===== src/rtl/gpc_pkg.sv =====
package gpc_pkg;

  typedef enum logic [1:0] {
    SRC_FAST    = 2'd0,
    SRC_SLOW    = 2'd1,
    SRC_EXT     = 2'd2,
    SRC_EXT_ALT = 2'd3
  } src_sel_e;

  // Packed MSB first; arm sits at bit 0, output polarity at bit 10.
  typedef struct packed {
    logic     out_pol;
    logic     out_tog;
    logic     dir_up_sw;
    logic     dir_hw;
    logic     gate_pol;
    logic     gate_edge;
    logic     gate_en;
    logic     src_fall;
    src_sel_e src_sel;
    logic     arm;
  } ctrl_t;

  localparam int CTRL_W = $bits(ctrl_t);

  localparam logic [1:0] ADDR_CTRL = 2'd0;
  localparam logic [1:0] ADDR_LOAD = 2'd1;
  localparam logic [1:0] ADDR_GO   = 2'd2;

endpackage


===== src/rtl/gpc_sync.sv =====
module gpc_sync #(
  parameter int WIDTH  = 1,
  parameter int STAGES = 2
) (
  input  logic             clk,
  input  logic             rst_n,
  input  logic [WIDTH-1:0] async_i,
  output logic [WIDTH-1:0] sync_o
);

  logic [WIDTH-1:0] chain_q [STAGES];
  logic [WIDTH-1:0] chain_d [STAGES];

  always_comb begin
    chain_d[0] = async_i;
    for (int i = 1; i < STAGES; i++) begin
      chain_d[i] = chain_q[i-1];
    end
  end

  always_ff @(posedge clk or negedge rst_n) begin
    if (!rst_n) begin
      for (int i = 0; i < STAGES; i++) chain_q[i] <= '0;
    end else begin
      for (int i = 0; i < STAGES; i++) chain_q[i] <= chain_d[i];
    end
  end

  assign sync_o = chain_q[STAGES-1];

endmodule


===== src/rtl/gpc_edge.sv =====
module gpc_edge #(
  parameter int WIDTH = 1
) (
  input  logic             clk,
  input  logic             rst_n,
  input  logic [WIDTH-1:0] lvl_i,
  output logic [WIDTH-1:0] rise_o,
  output logic [WIDTH-1:0] fall_o
);

  logic [WIDTH-1:0] prev_q;

  always_ff @(posedge clk or negedge rst_n) begin
    if (!rst_n) prev_q <= '0;
    else        prev_q <= lvl_i;
  end

  assign rise_o = lvl_i & ~prev_q;
  assign fall_o = ~lvl_i & prev_q;

endmodule


===== src/rtl/gpc_cfg.sv =====
module gpc_cfg
  import gpc_pkg::*;
#(
  parameter int CNT_W = 24
) (
  input  logic             clk,
  input  logic             rst_n,
  input  logic             we_i,
  input  logic [1:0]       addr_i,
  input  logic [CNT_W-1:0] wdata_i,
  output ctrl_t            ctrl_o,
  output logic [CNT_W-1:0] load_o,
  output logic             go_o
);

  ctrl_t            ctrl_q, ctrl_d;
  logic [CNT_W-1:0] load_q, load_d;
  logic             ctrl_en, load_en;

  assign ctrl_en = we_i && (addr_i == ADDR_CTRL);
  assign load_en = we_i && (addr_i == ADDR_LOAD);
  assign go_o    = we_i && (addr_i == ADDR_GO);

  always_comb begin
    ctrl_d = ctrl_q;
    load_d = load_q;
    if (ctrl_en) ctrl_d = ctrl_t'(wdata_i[CTRL_W-1:0]);
    if (load_en) load_d = wdata_i;
  end

  always_ff @(posedge clk or negedge rst_n) begin
    if (!rst_n) begin
      ctrl_q <= '0;
      load_q <= '0;
    end else begin
      ctrl_q <= ctrl_d;
      load_q <= load_d;
    end
  end

  assign ctrl_o = ctrl_q;
  assign load_o = load_q;

endmodule


===== src/rtl/gpc_core.sv =====
module gpc_core
  import gpc_pkg::*;
#(
  parameter int CNT_W = 24
) (
  input  logic             clk,
  input  logic             rst_n,
  input  ctrl_t            ctrl_i,
  input  logic [CNT_W-1:0] load_i,
  input  logic             go_i,
  input  logic             src_evt_i,
  input  logic             gate_lvl_i,
  input  logic             gate_rise_i,
  input  logic             gate_fall_i,
  input  logic             updn_i,
  output logic [CNT_W-1:0] cnt_o,
  output logic             tc_o,
  output logic             out_o
);

  localparam logic [CNT_W-1:0] TOP_VAL = {CNT_W{1'b1}};

  logic [CNT_W-1:0] cnt_q, cnt_d;
  logic             tc_q, tc_d, tog_q, tog_d, out_q, out_d;
  logic             started_q, started_d;
  logic             gate_hit, gate_active, gate_ok, step, up, at_term;

  always_comb begin
    gate_hit    = ctrl_i.gate_pol ? gate_fall_i : gate_rise_i;
    gate_active = gate_lvl_i ^ ctrl_i.gate_pol;
    started_d   = ctrl_i.arm &&
                  (started_q || (ctrl_i.gate_en && ctrl_i.gate_edge && gate_hit));
    if (!ctrl_i.gate_en)       gate_ok = 1'b1;
    else if (ctrl_i.gate_edge) gate_ok = started_q;
    else                       gate_ok = gate_active;

    step    = ctrl_i.arm && gate_ok && src_evt_i && !go_i;
    up      = ctrl_i.dir_hw ? updn_i : ctrl_i.dir_up_sw;
    at_term = up ? (cnt_q == TOP_VAL) : (cnt_q == '0);

    cnt_d = cnt_q;
    tc_d  = 1'b0;
    if (go_i) begin
      cnt_d = load_i;
    end else if (step) begin
      if (at_term) begin
        cnt_d = load_i;
        tc_d  = 1'b1;
      end else if (up) begin
        cnt_d = cnt_q + 1'b1;
      end else begin
        cnt_d = cnt_q - 1'b1;
      end
    end

    tog_d = tog_q ^ tc_d;
    out_d = ctrl_i.out_pol ^ (ctrl_i.out_tog ? tog_d : tc_d);
  end

  always_ff @(posedge clk or negedge rst_n) begin
    if (!rst_n) begin
      cnt_q     <= '0;
      tc_q      <= 1'b0;
      tog_q     <= 1'b0;
      out_q     <= 1'b0;
      started_q <= 1'b0;
    end else begin
      cnt_q     <= cnt_d;
      tc_q      <= tc_d;
      tog_q     <= tog_d;
      out_q     <= out_d;
      started_q <= started_d;
    end
  end

  assign cnt_o = cnt_q;
  assign tc_o  = tc_q;
  assign out_o = out_q;

endmodule


===== src/rtl/gp_updown_ctr.sv =====
module gp_updown_ctr
  import gpc_pkg::*;
#(
  parameter int CNT_W       = 24,
  parameter int SYNC_STAGES = 2
) (
  input  logic             clk,
  input  logic             rst_n,
  input  logic             cfg_we,
  input  logic [1:0]       cfg_addr,
  input  logic [CNT_W-1:0] cfg_wdata,
  input  logic             tick_fast_i,
  input  logic             tick_slow_i,
  input  logic             src_ext_i,
  input  logic             gate_i,
  input  logic             updn_i,
  output logic [CNT_W-1:0] cnt_o,
  output logic             tc_o,
  output logic             out_o
);

  localparam int PIN_W = 3;   // {updn, gate, src}
  localparam int EDG_W = 2;   // {gate, src}

  logic [1:0]       rst_q;
  logic             core_rst_n;
  ctrl_t            ctrl_q;
  logic [CNT_W-1:0] load_q;
  logic             ld_go;
  logic [PIN_W-1:0] pin_sync;
  logic [EDG_W-1:0] pin_rise, pin_fall;
  logic             ext_evt, src_evt;

  always_ff @(posedge clk or negedge rst_n) begin
    if (!rst_n) rst_q <= 2'b00;
    else        rst_q <= {rst_q[0], 1'b1};
  end
  assign core_rst_n = rst_q[1];

  gpc_cfg #(.CNT_W(CNT_W)) cfg_i (
    .clk(clk), .rst_n(core_rst_n), .we_i(cfg_we), .addr_i(cfg_addr),
    .wdata_i(cfg_wdata), .ctrl_o(ctrl_q), .load_o(load_q), .go_o(ld_go)
  );

  gpc_sync #(.WIDTH(PIN_W), .STAGES(SYNC_STAGES)) sync_i (
    .clk(clk), .rst_n(core_rst_n),
    .async_i({updn_i, gate_i, src_ext_i}), .sync_o(pin_sync)
  );

  gpc_edge #(.WIDTH(EDG_W)) edge_i (
    .clk(clk), .rst_n(core_rst_n), .lvl_i(pin_sync[EDG_W-1:0]),
    .rise_o(pin_rise), .fall_o(pin_fall)
  );

  assign ext_evt = ctrl_q.src_fall ? pin_fall[0] : pin_rise[0];

  always_comb begin
    unique case (ctrl_q.src_sel)
      SRC_FAST: src_evt = tick_fast_i;
      SRC_SLOW: src_evt = tick_slow_i;
      default:  src_evt = ext_evt;
    endcase
  end

  gpc_core #(.CNT_W(CNT_W)) core_i (
    .clk(clk), .rst_n(core_rst_n), .ctrl_i(ctrl_q), .load_i(load_q),
    .go_i(ld_go), .src_evt_i(src_evt), .gate_lvl_i(pin_sync[1]),
    .gate_rise_i(pin_rise[1]), .gate_fall_i(pin_fall[1]),
    .updn_i(pin_sync[2]), .cnt_o(cnt_o), .tc_o(tc_o), .out_o(out_o)
  );

endmodule


===== config.mk =====
export PLATFORM = sky130hd
export DESIGN_NAME = gp_updown_ctr
export DESIGN_NICKNAME = d
export VERILOG_FILES = /design/src/rtl/gpc_pkg.sv /design/src/rtl/gpc_sync.sv /design/src/rtl/gpc_edge.sv /design/src/rtl/gpc_cfg.sv /design/src/rtl/gpc_core.sv /design/src/rtl/gp_updown_ctr.sv
export SDC_FILE = /design/constraint.sdc
export NUM_CORES = 1
export LEC_CHECK = 0
export ABC_AREA = 1
export CAP_MARGIN = 20
export CORE_UTILIZATION = 55
export CTS_CLUSTER_SIZE = 14
export DETAILED_ROUTE_END_ITERATION = 8
export PLACE_DENSITY = 0.77
export SKIP_CTS_REPAIR_TIMING = 1
export SYNTH_ARGS = -nofsm -noshare
export SYNTH_HDL_FRONTEND = slang
export SYNTH_SLANG_ARGS = --single-unit

===== constraint.sdc =====
create_clock -name clk -period 3 [get_ports clk]
set_clock_uncertainty 0.1 [all_clocks]
set_input_delay 0.45 -clock clk [delete_from_list [all_inputs] [get_ports clk]]
set_output_delay 0.45 -clock clk [all_outputs]
set_load 0.005 [all_outputs]

==> After elaboration in Yosys (flattened, before gate mapping) <==
Cells that the tools add are included.
{ "word_totals": {"ff_bits": 73, "wordCells": 63, "input_bits": 34, "out_inout_bits": 26} }
{ "op_classes": {"n_mux": 15, "reduce_logical": 15, "bitwise": 7, "add_sub_neg": 2, "n_eq_ne": 4} }
{ "op_table": {"columns": ["operator", "n"], "rows": [
  ["$mux W24", 4],
  ["$add A24 B1 Y24 const B", 1],
  ["$eq A24 B24 Y1 const B", 1],
  ["$logic_not A24 Y1", 1],
  ["$sub A24 B1 Y24 const B", 1],
  ["$mux W1", 10],
  ["$logic_and A1 B1 Y1", 9],
  ["$and A2 B2 Y2", 2],
  ["$eq A2 B1 Y1 const B", 2],
  ["$logic_not A2 Y1", 2],
  ["$not A2 Y2", 2],
  ["$xor A1 B1 Y1", 3],
  ["$eq A2 B2 Y1 const B", 1],
  ["$pmux W1 S2", 1],
  ["$reduce_bool A2 Y1", 1],
  ["$logic_not A1 Y1", 1],
  ["$logic_or A1 B1 Y1", 1]
]} }

==> Depth between registers and ports, before layout <==
{ "depth": {"word_depth": 11, "depth_mapped": 17, "ltp_nobuf": 17} }

==> Hierarchy <==
Synthesis repeated with hierarchy kept, for this count alone.
{ "hier_totals": {"cells_unflattened": 751, "area_unflattened_um2": 5083.6} }
{ "by_module_without_submodules": {"columns": ["mod", "cells_per_inst", "instances", "seq_area_each_um2", "area_each_um2"], "rows": [
  ["gpc_core", 559, 1, 700.7, 3236.9],
  ["gpc_cfg", 159, 1, 875.8, 1507.7],
  ["gpc_sync", 6, 1, 150.1, 150.1],
  ["gp_updown_ctr", 17, 1, 50.0, 108.9],
  ["gpc_edge", 10, 1, 50.0, 80.1]
]} }

==> Worst setup path before layout <==
No wires, ideal clock.
{ "synth_timing": {"path_type": "register to register", "from": "reg cfg_i.ctrl_o[7] (netlist name)", "to": "reg core_i.cnt_q[17] (netlist: core_i.cnt_o[17])", "arrival_ps": 2213, "t_required_ps": 2784, "setup_ps": 116, "path_slack_ps": 570, "synth_period_minus_slack_ps": 2430, "path_stages_with_launch": 17, "n_path_buf": 0, "cell_sequence": "dfrtp_1 -> nand2_1 -> nand2_1 -> inv_1 -> ha_1 -> nand3_1 -> nand3_1 -> nand2_1 -> nand2_1 -> nand2_1 -> nand2_1 -> nand2_1 -> nand2_1 -> nand2_1 -> nand3_1 -> nand2_1 -> nand2_1"} }
{ "synth_between": {"elab_chain_cells": 5, "elab_cells_between_ends": 6, "cone_classes": "mux: 6"} }
{ "synth_lines": {"columns": ["element", "line_no", "source"], "rows": [
  ["$mux W1 *", "gpc_core.sv:38", "up = ctrl_i.dir_hw ? updn_i : ctrl_i.dir_up_sw;"],
  ["$mux W24 / $mux W1 (equally long branches)", "gpc_core.sv:49, gpc_core.sv:39", null],
  ["$mux W24 *", "gpc_core.sv:46", "if (at_term) begin"],
  ["$mux W24 *", "gpc_core.sv:45", "end else if (step) begin"],
  ["$mux W24 *", "gpc_core.sv:43", "if (go_i) begin"],
  ["end signal, assigned", "gpc_core.sv:68", "cnt_q <= cnt_d;"],
  ["end, declared", "gpc_core.sv:23", "logic [CNT_W-1:0] cnt_q, cnt_d;"]
]} }
Every way passes the cells marked *; elsewhere a longest branch is shown, timed or not. The select of a mux whose other input is x is not followed.
A chain may end at the register's enable or synchronous reset.

==> Worst setup path in the final report <==
{ "layout_timing": {"from": "reg cfg_i.ctrl_o[7] (netlist name)", "to": "reg core_i.cnt_q[23] (netlist: core_i.cnt_o[23])"} }
{ "layout_between": {"elab_chain_cells": 5, "elab_cells_between_ends": 6, "cone_classes": "mux: 6"} }
{ "layout_lines": {"columns": ["element", "line_no"], "rows": [
  ["$mux W1 *", "gpc_core.sv:38"],
  ["$mux W24 / $mux W1 (equally long branches)", "gpc_core.sv:49, gpc_core.sv:39"],
  ["$mux W24 *", "gpc_core.sv:46"],
  ["$mux W24 *", "gpc_core.sv:45"],
  ["$mux W24 *", "gpc_core.sv:43"]
]} }
Marks and branches as above.

==> flow_summary.json <==
{
  "die_area_um2": 9000,
  "final_cell_mix": "nand2_1, inv_1, nor2_1",
  "clkSlewWorstSetupHoldPaths_ps": 90,
  "port_buffers": 59,
  "postRouteWirelength_um": 12600,
  "avgSynthCellArea_um2": 6.91,
  "viasPerCell": 5.34,
  "crit_required_ps": 3130,
  "final_common_cell": "nand2_1",
  "diodes": 0,
  "drtAntennaViolNets": 0,
  "hold_violations": 0,
  "ys.flop_type": "dfrtp_1",
  "synth_warnings": 0,
  "cts_tree": "done",
  "synth-simple-area-share_pct": 31.4,
  "start_util_pct": 57.2,
  "start_kind": "flip-flop",
  "fin_util_pct": 68.0,
  "cp-end-kind": "flip-flop",
  "yosys.area_share.adder_pct": 7.02,
  "rr_startpoint": "cfg_i.ctrl_o[7]",
  "nNetsFinal": 806,
  "max_freq_mhz": 371,
  "startpoint": "cfg_i.ctrl_o[7]",
  "first_pass_iters": 4,
  "ys_seq_area_share_pct": 38.5,
  "drv_cap": 0,
  "grt_pass1_wl_um": 20600,
  "dp_hpwl_um": 9520,
  "grt_use_total_pct": 30.4,
  "synth_cells": 686,
  "hold_class": "in2async",
  "grt_setup_unrepaired": "no",
  "ir_drop_v": 0.000352,
  "p_per_area_nw_per_um2": 998,
  "coreArea_um2": 8300,
  "r2r-end": "core_i.cnt_o[23]",
  "cts.htree.levels": 3,
  "status": "complete, no violations",
  "yosysUniqueCellTypes": 35,
  "crit_path_top_delay_cell": "dfrtp_1",
  "grt_pass1_vias": 4258,
  "finalCritPeriodShare_pct": 89.9,
  "crit_top_cell": "nand2_1",
  "synth_nets": 746,
  "power_mw": 5.63,
  "synth_mux_area_share_pct": 0.237,
  "cts.sinks": 73,
  "cts_buffer_depth": 2,
  "synth_xor_area_share_pct": 1.85,
  "post_drt_wl_per_cell_um": 14.7,
  "place.gp.congestion": 0.901,
  "critPathKind": "reg2reg",
  "multi_input_area_um2": 2470,
  "drc": 0,
  "synth_edf_count": 0,
  "synth_compound_area_share_pct": 11.3,
  "synthArstFlopShare_pct": 100,
  "syn2layout_area_growth_pct": 19.0,
  "grt-ovfl-total": 0,
  "rr_worst_depth": 16,
  "drt_iter0_drc": 333,
  "num_rows": 33,
  "grt_max_degree": 72,
  "n_fill_cell": 718,
  "cts-root-buf": "clkbuf_8",
  "regArea_um2": 1830,
  "arrival_ps": 2830,
  "die_y_um": 94.9,
  "slowest_delay_ps": 370,
  "setup_viol": 0,
  "die_x_um": 94.9,
  "whs_ps": 153,
  "min_period_ps": 2700,
  "drive_gt1_share_pct": 4.39,
  "vias": 4567,
  "synth-seq-cells": 73,
  "syn-cell-area_um2": 4740,
  "reg2reg_slack_ps": 300,
  "crit_chain": "inv_1 -> nand2_1 -> nand2_1 -> inv_1 -> buf_4 -> ha_1 -> nand2_1 -> inv_1 -> a21oi_1 -> nand2_1 -> nand2_1 -> nand3_1 -> nand2_1 -> nand3_1 -> nand2_1 -> nand2_1",
  "worst_pin_slew_ps": 614,
  "worstPathMaxFanout": 18,
  "p_leak_nw": 2.94,
  "tns_ps": 0,
  "max_slew_margin_pct": 59.0,
  "antenna_found_initial": 0,
  "ios": 60,
  "cts-buffers-inserted": 9,
  "slew_viol_final": 0,
  "insertion_delay_ps": 360,
  "synth_top_family_by_area": "simple AND/OR/NAND/NOR gates"
}
worst max path at each step:
stage / endpoint / slack [ps] / depth (start not counted)
after floorplan: core_i.cnt_o[17] / 570 / 16
after global placement: core_i.cnt_o[21] / 280 / 15
after detailed placement: core_i.cnt_o[21] / 250 / 15
after CTS: core_i.cnt_o[21] / 260 / 15
after global routing: core_i.cnt_o[21] / 10 / 15
final: core_i.cnt_o[23] / 300 / 16
Yosys cell counts (8+ instances only):
| master | n | area (um2) |
|---|---|---|
| ha_1 | 25 | 313 |
| a21oi_1 | 49 | 245 |
| nand3_1 | 42 | 210 |
| clkbuf_1 | 8 | 30.0 |
| nand4_1 | 8 | 50.1 |
| inv_1 | 95 | 357 |
| nor2_1 | 77 | 289 |
| nand2_1 | 223 | 837 |
| xnor2_1 | 8 | 70.1 |
| o21ai_0 | 28 | 140 |
| dfrtp_1 | 73 | 1830 |
| o21ai_1 | 9 | 45.0 |
kinds of logic (layout without fill, tap and decap cells):
kind of cell               count (synthesis)  count (layout)
adders and majority gates                 26              26
AOI/OAI and AO/OA                        100             100
DFF                                       73              73
buffers and inverters                    111             176
xor gates and xnor gates                  10              10
other                                      1               1
muxes                                      1               1
and+or+nand+nor                          364             364
final cells by class:
| class | count | area share (%) |
|---|---|---|
| tap | 105 | 2.33 |
| clock inverter | 6 | 1.29 |
| multi-input combinational | 502 | 43.8 |
| clock buffer | 10 | 2.44 |
| inverter | 96 | 6.43 |
| sequential | 73 | 32.4 |
| timing repair buffer | 64 | 11.4 |
layer usage:
metal	share of wire [%]	vias to the layer above	GRT usage, %
met3	5.6	14	4.27
met4	1.5	0	9.34
met5	0	-	0
li1	-	2300	-
met2	46	143	48.6
met1	47	2110	42.7
report_power, final:
part	switching (mW)	internal [mW]	leakage (nW)
Combinational	1.88	1.34	1.96
Clock	0.424	0.418	0.104
Sequential	0.339	1.23	0.872
Total	2.65	2.99	2.94
worst max-delay path, delay by kind of cell (launching register included):
family | cells | cell delay [ps]
buffers and inverters | 4 | 680
flip-flops | 1 | 370
AO/OA/AOI/OAI | 1 | 180
AND/OR/NAND/NOR | 10 | 920
adder cells (fa/ha/maj) | 1 | 330
flip-flops by register name (all words and copies together) (netlist names):
signal,flops
cfg_i.ctrl_o,11
core_i.tc_o,1
core_i.out_o,1
cfg_i.load_o,24
core_i.started_q,1
sync_i.chain_d,3
core_i.cnt_o,24
edge_i.prev_q,2
sync_i.sync_o,3
rst_q,2
core_i.tog_q,1
per-stage QoR:
stage / worst slack, ps / cell area [um2] / std cells
6_report: 303 / 5640 / 856
4_1_cts: 257 / 5640 / 856
5_1_grt: 13.4 / 5640 / 856
3_5_place_dp: 253 / 5430 / 840
3_3_place_gp: 277 / 5430 / 840
2_1_floorplan: 570 / 4740 / 686
Note: power is estimated with default switching activity, not from simulation.
